[src/rtl/irqseq_pkg.sv]
package irqseq_pkg;
  typedef enum logic [2:0] {
    ST_UNINIT,
    ST_BASE,
    ST_CHAIN,
    ST_OPTS,
    ST_READY
  } seq_state_t;

  // bit positions inside the written byte
  localparam int START_BIT  = 4;
  localparam int OPSEL_BIT  = 3;
  localparam int LEVEL_BIT  = 3;
  localparam int SINGLE_BIT = 1;
  localparam int NEEDOPT_BIT = 0;
  localparam int AEOI_BIT   = 1;
  localparam int NEST_BIT   = 4;
endpackage

[src/rtl/irqseq_fsm.sv]
module irqseq_fsm
  import irqseq_pkg::*;
(
  input  logic clk,
  input  logic rst,
  input  logic wr_en,
  input  logic addr,
  input  logic d_start,
  input  logic d_opsel,
  input  logic d_single,
  input  logic d_needopt,
  output logic ld_start,
  output logic ld_base,
  output logic ld_chain,
  output logic ld_opts,
  output logic ld_mask,
  output logic op_eoi,
  output logic op_poll,
  output logic init_done
);
  seq_state_t state;
  logic need_chain;
  logic need_opts;

  always_comb begin
    ld_start = wr_en && !addr && d_start;
    ld_base  = wr_en && addr && (state == ST_BASE);
    ld_chain = wr_en && addr && (state == ST_CHAIN);
    ld_opts  = wr_en && addr && (state == ST_OPTS);
    ld_mask  = wr_en && addr && (state == ST_READY);
    op_eoi   = wr_en && !addr && !d_start && !d_opsel && (state == ST_READY);
    op_poll  = wr_en && !addr && !d_start && d_opsel && (state == ST_READY);
    init_done = (state == ST_READY);
  end

  always_ff @(posedge clk) begin
    if (rst) begin
      state      <= ST_UNINIT;
      need_chain <= 1'b0;
      need_opts  <= 1'b0;
    end else if (ld_start) begin
      state      <= ST_BASE;
      need_chain <= !d_single;
      need_opts  <= d_needopt;
    end else if (ld_base) begin
      if (need_chain)     state <= ST_CHAIN;
      else if (need_opts) state <= ST_OPTS;
      else                state <= ST_READY;
    end else if (ld_chain) begin
      state <= need_opts ? ST_OPTS : ST_READY;
    end else if (ld_opts) begin
      state <= ST_READY;
    end
  end

  // start byte always returns the sequencer to the base step
  p_restart_r2: assert property (@(posedge clk) disable iff (rst)
    ld_start |=> (state == ST_BASE) && !init_done);
  // chained mode inserts the chaining step after the base byte
  p_chain_step_r5: assert property (@(posedge clk) disable iff (rst)
    (ld_base && need_chain) |=> (state == ST_CHAIN));
  // without options request, setup ends right after the base byte in single mode
  p_skip_opts_r6: assert property (@(posedge clk) disable iff (rst)
    (ld_base && !need_chain && !need_opts) |=> init_done);
  // addr=1 writes before any start byte change nothing
  p_uninit_hold_r10: assert property (@(posedge clk) disable iff (rst)
    (state == ST_UNINIT && !ld_start) |=> (state == ST_UNINIT));
endmodule

[src/rtl/irqseq_cfg.sv]
module irqseq_cfg
  import irqseq_pkg::*;
#(
  parameter int DATA_W = 8,
  parameter int IDX_W  = 3,
  localparam int BASE_W = DATA_W - IDX_W
) (
  input  logic              clk,
  input  logic              rst,
  input  logic              ld_start,
  input  logic              ld_base,
  input  logic              ld_chain,
  input  logic              ld_opts,
  input  logic              ld_mask,
  input  logic              rd_en,
  input  logic              addr,
  input  logic [DATA_W-1:0] wr_data,
  input  logic [IDX_W-1:0]  irq_num,
  output logic              level_trig,
  output logic              single_mode,
  output logic [BASE_W-1:0] vec_base,
  output logic [DATA_W-1:0] cascade_cfg,
  output logic              auto_eoi,
  output logic              fully_nested,
  output logic [DATA_W-1:0] irq_mask,
  output logic [DATA_W-1:0] vector,
  output logic [DATA_W-1:0] rd_data
);
  always_ff @(posedge clk) begin
    if (rst) begin
      level_trig   <= 1'b0;
      single_mode  <= 1'b0;
      vec_base     <= '0;
      cascade_cfg  <= '0;
      auto_eoi     <= 1'b0;
      fully_nested <= 1'b0;
      irq_mask     <= '0;
    end else begin
      if (ld_start) begin
        level_trig   <= wr_data[LEVEL_BIT];
        single_mode  <= wr_data[SINGLE_BIT];
        cascade_cfg  <= '0;
        auto_eoi     <= 1'b0;
        fully_nested <= 1'b0;
        irq_mask     <= '0;
      end
      if (ld_base)  vec_base    <= wr_data[DATA_W-1:IDX_W];
      if (ld_chain) cascade_cfg <= wr_data;
      if (ld_opts) begin
        auto_eoi     <= wr_data[AEOI_BIT];
        fully_nested <= wr_data[NEST_BIT];
      end
      if (ld_mask)  irq_mask    <= wr_data;
    end
  end

  always_ff @(posedge clk) begin
    if (rst) begin
      vector  <= '0;
      rd_data <= '0;
    end else begin
      vector <= {vec_base, irq_num};
      if (rd_en) rd_data <= addr ? irq_mask : '0;
    end
  end

  // restart clears mask and automatic end-of-interrupt
  p_start_clears_r2: assert property (@(posedge clk) disable iff (rst)
    ld_start |=> (irq_mask == '0) && !auto_eoi && !fully_nested);
  // mask load takes the written byte
  p_mask_load_r7: assert property (@(posedge clk) disable iff (rst)
    ld_mask |=> (irq_mask == $past(wr_data)));
  // read with addr=0 returns zero
  p_read_zero_r9: assert property (@(posedge clk) disable iff (rst)
    (rd_en && !addr) |=> (rd_data == '0));
endmodule

[src/rtl/irqseq_opdec.sv]
module irqseq_opdec #(
  parameter int DATA_W  = 8,
  parameter int NUM_OPS = 2
) (
  input  logic                           clk,
  input  logic                           rst,
  input  logic [NUM_OPS-1:0]             hit,
  input  logic                           init_done,
  input  logic [DATA_W-1:0]              wr_data,
  output logic [NUM_OPS-1:0]             stb,
  output logic [NUM_OPS-1:0][DATA_W-1:0] cmd
);
  for (genvar g = 0; g < NUM_OPS; g++) begin : g_op
    always_ff @(posedge clk) begin
      if (rst) begin
        stb[g] <= 1'b0;
        cmd[g] <= '0;
      end else begin
        stb[g] <= hit[g];
        if (hit[g]) cmd[g] <= wr_data;
      end
    end
  end

  // at most one command strobe per cycle
  p_one_cmd_r8: assert property (@(posedge clk) disable iff (rst)
    $onehot0(stb));
  // a strobe only follows a write made while initialized
  p_cmd_needs_init_r8: assert property (@(posedge clk) disable iff (rst)
    (|stb) |-> $past(init_done));
endmodule

[src/rtl/irq_cfg_sequencer.sv]
module irq_cfg_sequencer
  import irqseq_pkg::*;
#(
  parameter int DATA_W = 8,
  parameter int NUM_IN = 8,
  localparam int IDX_W  = $clog2(NUM_IN),
  localparam int BASE_W = DATA_W - IDX_W
) (
  input  logic              clk,
  input  logic              rst,
  input  logic              wr_en,
  input  logic              rd_en,
  input  logic              addr,
  input  logic [DATA_W-1:0] wr_data,
  input  logic [IDX_W-1:0]  irq_num,
  output logic              init_done,
  output logic              level_trig,
  output logic              single_mode,
  output logic [BASE_W-1:0] vec_base,
  output logic [DATA_W-1:0] cascade_cfg,
  output logic              auto_eoi,
  output logic              fully_nested,
  output logic [DATA_W-1:0] irq_mask,
  output logic [DATA_W-1:0] vector,
  output logic [DATA_W-1:0] rd_data,
  output logic              eoi_stb,
  output logic [DATA_W-1:0] eoi_data,
  output logic              poll_stb,
  output logic [DATA_W-1:0] poll_data
);
  localparam int NUM_OPS = 2;

  logic ld_start, ld_base, ld_chain, ld_opts, ld_mask, op_eoi, op_poll;
  logic [NUM_OPS-1:0]             op_stb;
  logic [NUM_OPS-1:0][DATA_W-1:0] op_cmd;

  irqseq_fsm u_fsm (
    .clk       (clk),
    .rst       (rst),
    .wr_en     (wr_en),
    .addr      (addr),
    .d_start   (wr_data[START_BIT]),
    .d_opsel   (wr_data[OPSEL_BIT]),
    .d_single  (wr_data[SINGLE_BIT]),
    .d_needopt (wr_data[NEEDOPT_BIT]),
    .ld_start  (ld_start),
    .ld_base   (ld_base),
    .ld_chain  (ld_chain),
    .ld_opts   (ld_opts),
    .ld_mask   (ld_mask),
    .op_eoi    (op_eoi),
    .op_poll   (op_poll),
    .init_done (init_done)
  );

  irqseq_cfg #(.DATA_W(DATA_W), .IDX_W(IDX_W)) u_cfg (
    .clk          (clk),
    .rst          (rst),
    .ld_start     (ld_start),
    .ld_base      (ld_base),
    .ld_chain     (ld_chain),
    .ld_opts      (ld_opts),
    .ld_mask      (ld_mask),
    .rd_en        (rd_en),
    .addr         (addr),
    .wr_data      (wr_data),
    .irq_num      (irq_num),
    .level_trig   (level_trig),
    .single_mode  (single_mode),
    .vec_base     (vec_base),
    .cascade_cfg  (cascade_cfg),
    .auto_eoi     (auto_eoi),
    .fully_nested (fully_nested),
    .irq_mask     (irq_mask),
    .vector       (vector),
    .rd_data      (rd_data)
  );

  irqseq_opdec #(.DATA_W(DATA_W), .NUM_OPS(NUM_OPS)) u_opdec (
    .clk       (clk),
    .rst       (rst),
    .hit       ({op_poll, op_eoi}),
    .init_done (init_done),
    .wr_data   (wr_data),
    .stb       (op_stb),
    .cmd       (op_cmd)
  );

  assign eoi_stb   = op_stb[0];
  assign eoi_data  = op_cmd[0];
  assign poll_stb  = op_stb[1];
  assign poll_data = op_cmd[1];
endmodule

[config.mk]
export PLATFORM = sky130hd
export DESIGN_NAME = irq_cfg_sequencer
export DESIGN_NICKNAME = d
export VERILOG_FILES = /design/src/rtl/irqseq_pkg.sv /design/src/rtl/irqseq_fsm.sv /design/src/rtl/irqseq_cfg.sv /design/src/rtl/irqseq_opdec.sv /design/src/rtl/irq_cfg_sequencer.sv
export SDC_FILE = /design/constraint.sdc
export NUM_CORES = 1
export LEC_CHECK = 0
export BUFFER_PORTS_ARGS = -buffer_cell sky130_fd_sc_hd__buf_2
export CAP_MARGIN = 0
export CORE_ASPECT_RATIO = 1.75
export CORE_MARGIN = 2
export CORE_UTILIZATION = 50
export DETAILED_ROUTE_END_ITERATION = 12
export GPL_TIMING_DRIVEN = 0
export PLACE_DENSITY_LB_ADDON = 0.15
export SLEW_MARGIN = 25
export SYNTH_ARGS = -nofsm -noshare
export SYNTH_HDL_FRONTEND = slang
export SYNTH_SLANG_ARGS = --single-unit
[constraint.sdc]
create_clock -name clk -period 1.76 [get_ports clk]
set_input_delay 0.176 -clock clk [delete_from_list [all_inputs] [get_ports clk]]
set_output_delay 0.176 -clock clk [all_outputs]
set_load 0.1 [all_outputs]
==> impl_metrics.env <==
export IMPL_coreArea_um2=4930
export IMPL_hold_path_depth=2
export IMPL_synth_area_um2=2550
export IMPL_pwr_share_comb=0.083
export IMPL_fillers=440
export IMPL_final_cell_mix="buf_2 (75), dfxtp_1 (63), a21oi_1 (38)"
export IMPL_crit_path_end_kind="output port"
export IMPL_r2r_end="u_opdec.cmd[6]"
export IMPL_critical_path_top_delay_family="simple AND/OR/NAND/NOR gates"
export IMPL_die_x_um=58.0
export IMPL_power_internal_mw=2.25
export IMPL_final_common_cell="buf_2"
export IMPL_grt_max_degree=11
export IMPL_fin_nets=376
export IMPL_crit_fanout=10
export IMPL_grt_usage=0.242
export IMPL_ys_warn_count=0
export IMPL_grt_pass1_wl_mm=10.5
export IMPL_p_seq_frac=0.494
export IMPL_viasPerCell=5.53
export IMPL_cts_tree="yes"
export IMPL_cp_arrival_ps=1530
export IMPL_synth_nets=291
export IMPL_row_count=34
export IMPL_avgSynthCellArea_um2=9.28
export IMPL_routabilityCongestion=0.830
export IMPL_antenna_cells=0
export IMPL_worstSetupStartpointType="flip-flop"
export IMPL_switchingPower_mw=0.721
export IMPL_route_antenna_remaining_nets=0
export IMPL_overflow=0
export IMPL_cts_root_buf="clkbuf_8"
export IMPL_multi_input_area_um2=1150
export IMPL_drtPass1Iterations=4
export IMPL_switching_share=0.242
export IMPL_synth_distinct_cells=35
export IMPL_cap_violations=0
export IMPL_cpMaxStageDelayCell="or3b_4"
export IMPL_clock_sinks=64
export IMPL_path_cells="clkbuf_4 > or3b_4 > inv_6 > buf_12"
export IMPL_outcome="finished, final reports clean"
export IMPL_drt_wl_total_mm=6.49
export IMPL_pwr_share_clk=0.423
export IMPL_tightest_slew_ps=650
export IMPL_p_leak_nw=1.36
export IMPL_cts_hold_buffers_added=0
export IMPL_drive_above_1_share=0.279
export IMPL_fin_ws_ps=58.4
export IMPL_required_ps=1580
export IMPL_ys_seq_area_frac=0.502
export IMPL_synth_top_area_frac=0.502
export IMPL_holdCritStartpoint="irq_num[2]"
export IMPL_setup_violations=0
export IMPL_area_growth_syn_to_layout_pct=26.3
export IMPL_die_h_um=98.5
export IMPL_fin_skew_ps=6.52
export IMPL_cts_buffers=9
export IMPL_worstSkewPairLatency_ps=340
export IMPL_clk_pin_slew_ps=70
export IMPL_yosys_area_top_type="dfxtp_1"
export IMPL_power_total_mw=2.97
export IMPL_finalMaxSlewViolations=0
export IMPL_r2r_cells=3
export IMPL_worst_r2r_startpoint="u_fsm.state[1]"
export IMPL_regArea_um2=1280
export IMPL_first_global_vias=2122
export IMPL_io_pins=76
export IMPL_max_stage_delay_ps=440
export IMPL_clockBufferDepth=2
export IMPL_slew_headroom=0.566
export IMPL_period_minus_slack_ps=1700
export IMPL_drt_iter0_markers=38
export IMPL_synthTopCellsByArea="dfxtp_1 (50%), a21oi_1 (7.5%), nand2b_1 (7.1%)"
export IMPL_min_to="u_cfg.vector[2]"
export IMPL_synthCells=275
export IMPL_fmax_ghz=0.588
export IMPL_grt_antenna_before_repair=0
export IMPL_die_area_um2=5710
export IMPL_dpl_hpwl_mm=4.62
export IMPL_start_util=0.517
export IMPL_crit_type="flip-flop to output port"
export IMPL_grt_setup_unrepaired="no"
export IMPL_powerDensity_nw_per_um2=923
export IMPL_vias=2316
export IMPL_io_buffers=72
export IMPL_finalHoldViolations=0
export IMPL_wl_per_cell_um=15.5
export IMPL_final_period_utilization=0.967
export IMPL_ys_ff_latch=64
export IMPL_cts_max_level=3
export IMPL_holdCritPathClass="input port to flip-flop"
export IMPL_dp_slack_ps=-116
export IMPL_drc=0
export IMPL_peakVddDrop_uv=792
export IMPL_critPathBufInv=3
export IMPL_r2r_slack_ps=120
-- registers in the layout (all words and copies together), names as in the netlist, 2 cells and up --
| register | flops |
|---|---|
| u_cfg.cascade_cfg | 8 |
| u_opdec.cmd | 16 |
| u_cfg.rd_data | 8 |
| u_fsm.state | 3 |
| u_cfg.vec_base | 5 |
| u_cfg.irq_mask | 8 |
| u_opdec.stb | 2 |
| u_cfg.vector | 8 |
-- stage by stage --
step                      cell area [µm²]  setup TNS, ps  hold slack, ps   util  instances
after CTS                            3200              0            32.1  0.649        417
after global placement               2980           -107             385  0.604        401
after floorplan                      2550              0             272      -        275
after detailed placement             2980           -116             393  0.604        401
after global routing                 3220              0            69.8  0.653        419
final                                3220              0            45.5  0.653        419
-- cells by family after synthesis --
family | synth area share
flip-flops | 0.502
multiplexers | 0.0471
buffers and inverters | 0.0466
AND/OR/NAND/NOR | 0.245
AO/OA/AOI/OAI | 0.159
-- cell type report --
type                    count  share of cell area
multi-input cells         183               0.358
plain buffers              24              0.0330
inverters                   3             0.00505
repair buffers             75               0.123
clock inverters             3              0.0124
flip-flops and latches     64               0.398
clock buffers              13              0.0493
well taps                  54              0.0210
-- layer usage --
layer | vias up | wire length, µm | global-route usage
li1 | 1145 | - | -
met1 | 1092 | 2620 | 0.289
met2 | 64 | 3350 | 0.399
met3 | 15 | 360 | 0.0525
met4 | 0 | 155 | 0.122
met5 | - | 0 | 0
-- cell usage after synthesis --
master and n:
nand4b_1 1, mux2i_1 12, nor3b_1 5, nand3b_1 3, a21oi_1 38, clkinv_1 1
nand3_1 32, and4bb_2 1, a211oi_1 1, o211ai_1 19, buf_1 2, nor3_1 2
nand2b_1 29, and3b_1 2, or4b_4 1, buf_2 5, o21a_1 1, and3_1 1
inv_1 1, nor2_1 5, a22oi_1 1, a31oi_1 1, or3b_2 1, inv_2 1
a2bb2oi_1 1, nor4b_4 1, dfxtp_1 64, nand2_1 8, o221a_2 1, nor2b_1 9
buf_6 1, and2_1 1, clkbuf_1 17, and4b_1 1, o21ai_0 5
-- worst max path at each step --
stage / cells after the start / startpoint / slack [ps] / end
6_report: 4 / u_fsm.state[0] / 60 / init_done
5_1_grt: 4 / u_fsm.state[0] / 20 / init_done
4_1_cts: 4 / u_fsm.state[0] / 10 / init_done
3_5_place_dp: 5 / u_fsm.state[0] / -120 / init_done
3_3_place_gp: 5 / u_fsm.state[0] / -110 / init_done
2_1_floorplan: 6 / u_fsm.state[0] / 140 / u_cfg.irq_mask[3]
-- power groups by stage --
stage | registers, mW | logic, mW | clock network [mW]
floorplan | 1.56 | 0.108 | 0
global placement | 1.50 | 0.241 | 0
detailed placement | 1.50 | 0.242 | 0
CTS | 1.47 | 0.246 | 1.28
global route | 1.47 | 0.264 | 1.33
finish | 1.47 | 0.247 | 1.26
-- repair_timing --
item / CTS / global route
buffers inserted: 1 / 2
endpoints found under the setup margin: 1 / 1
hold endpoints to repair: 0 / 0
resized for setup: 7 / 2
pin swaps: 1 / 0
Note: power is estimated with default switching activity, not from simulation.
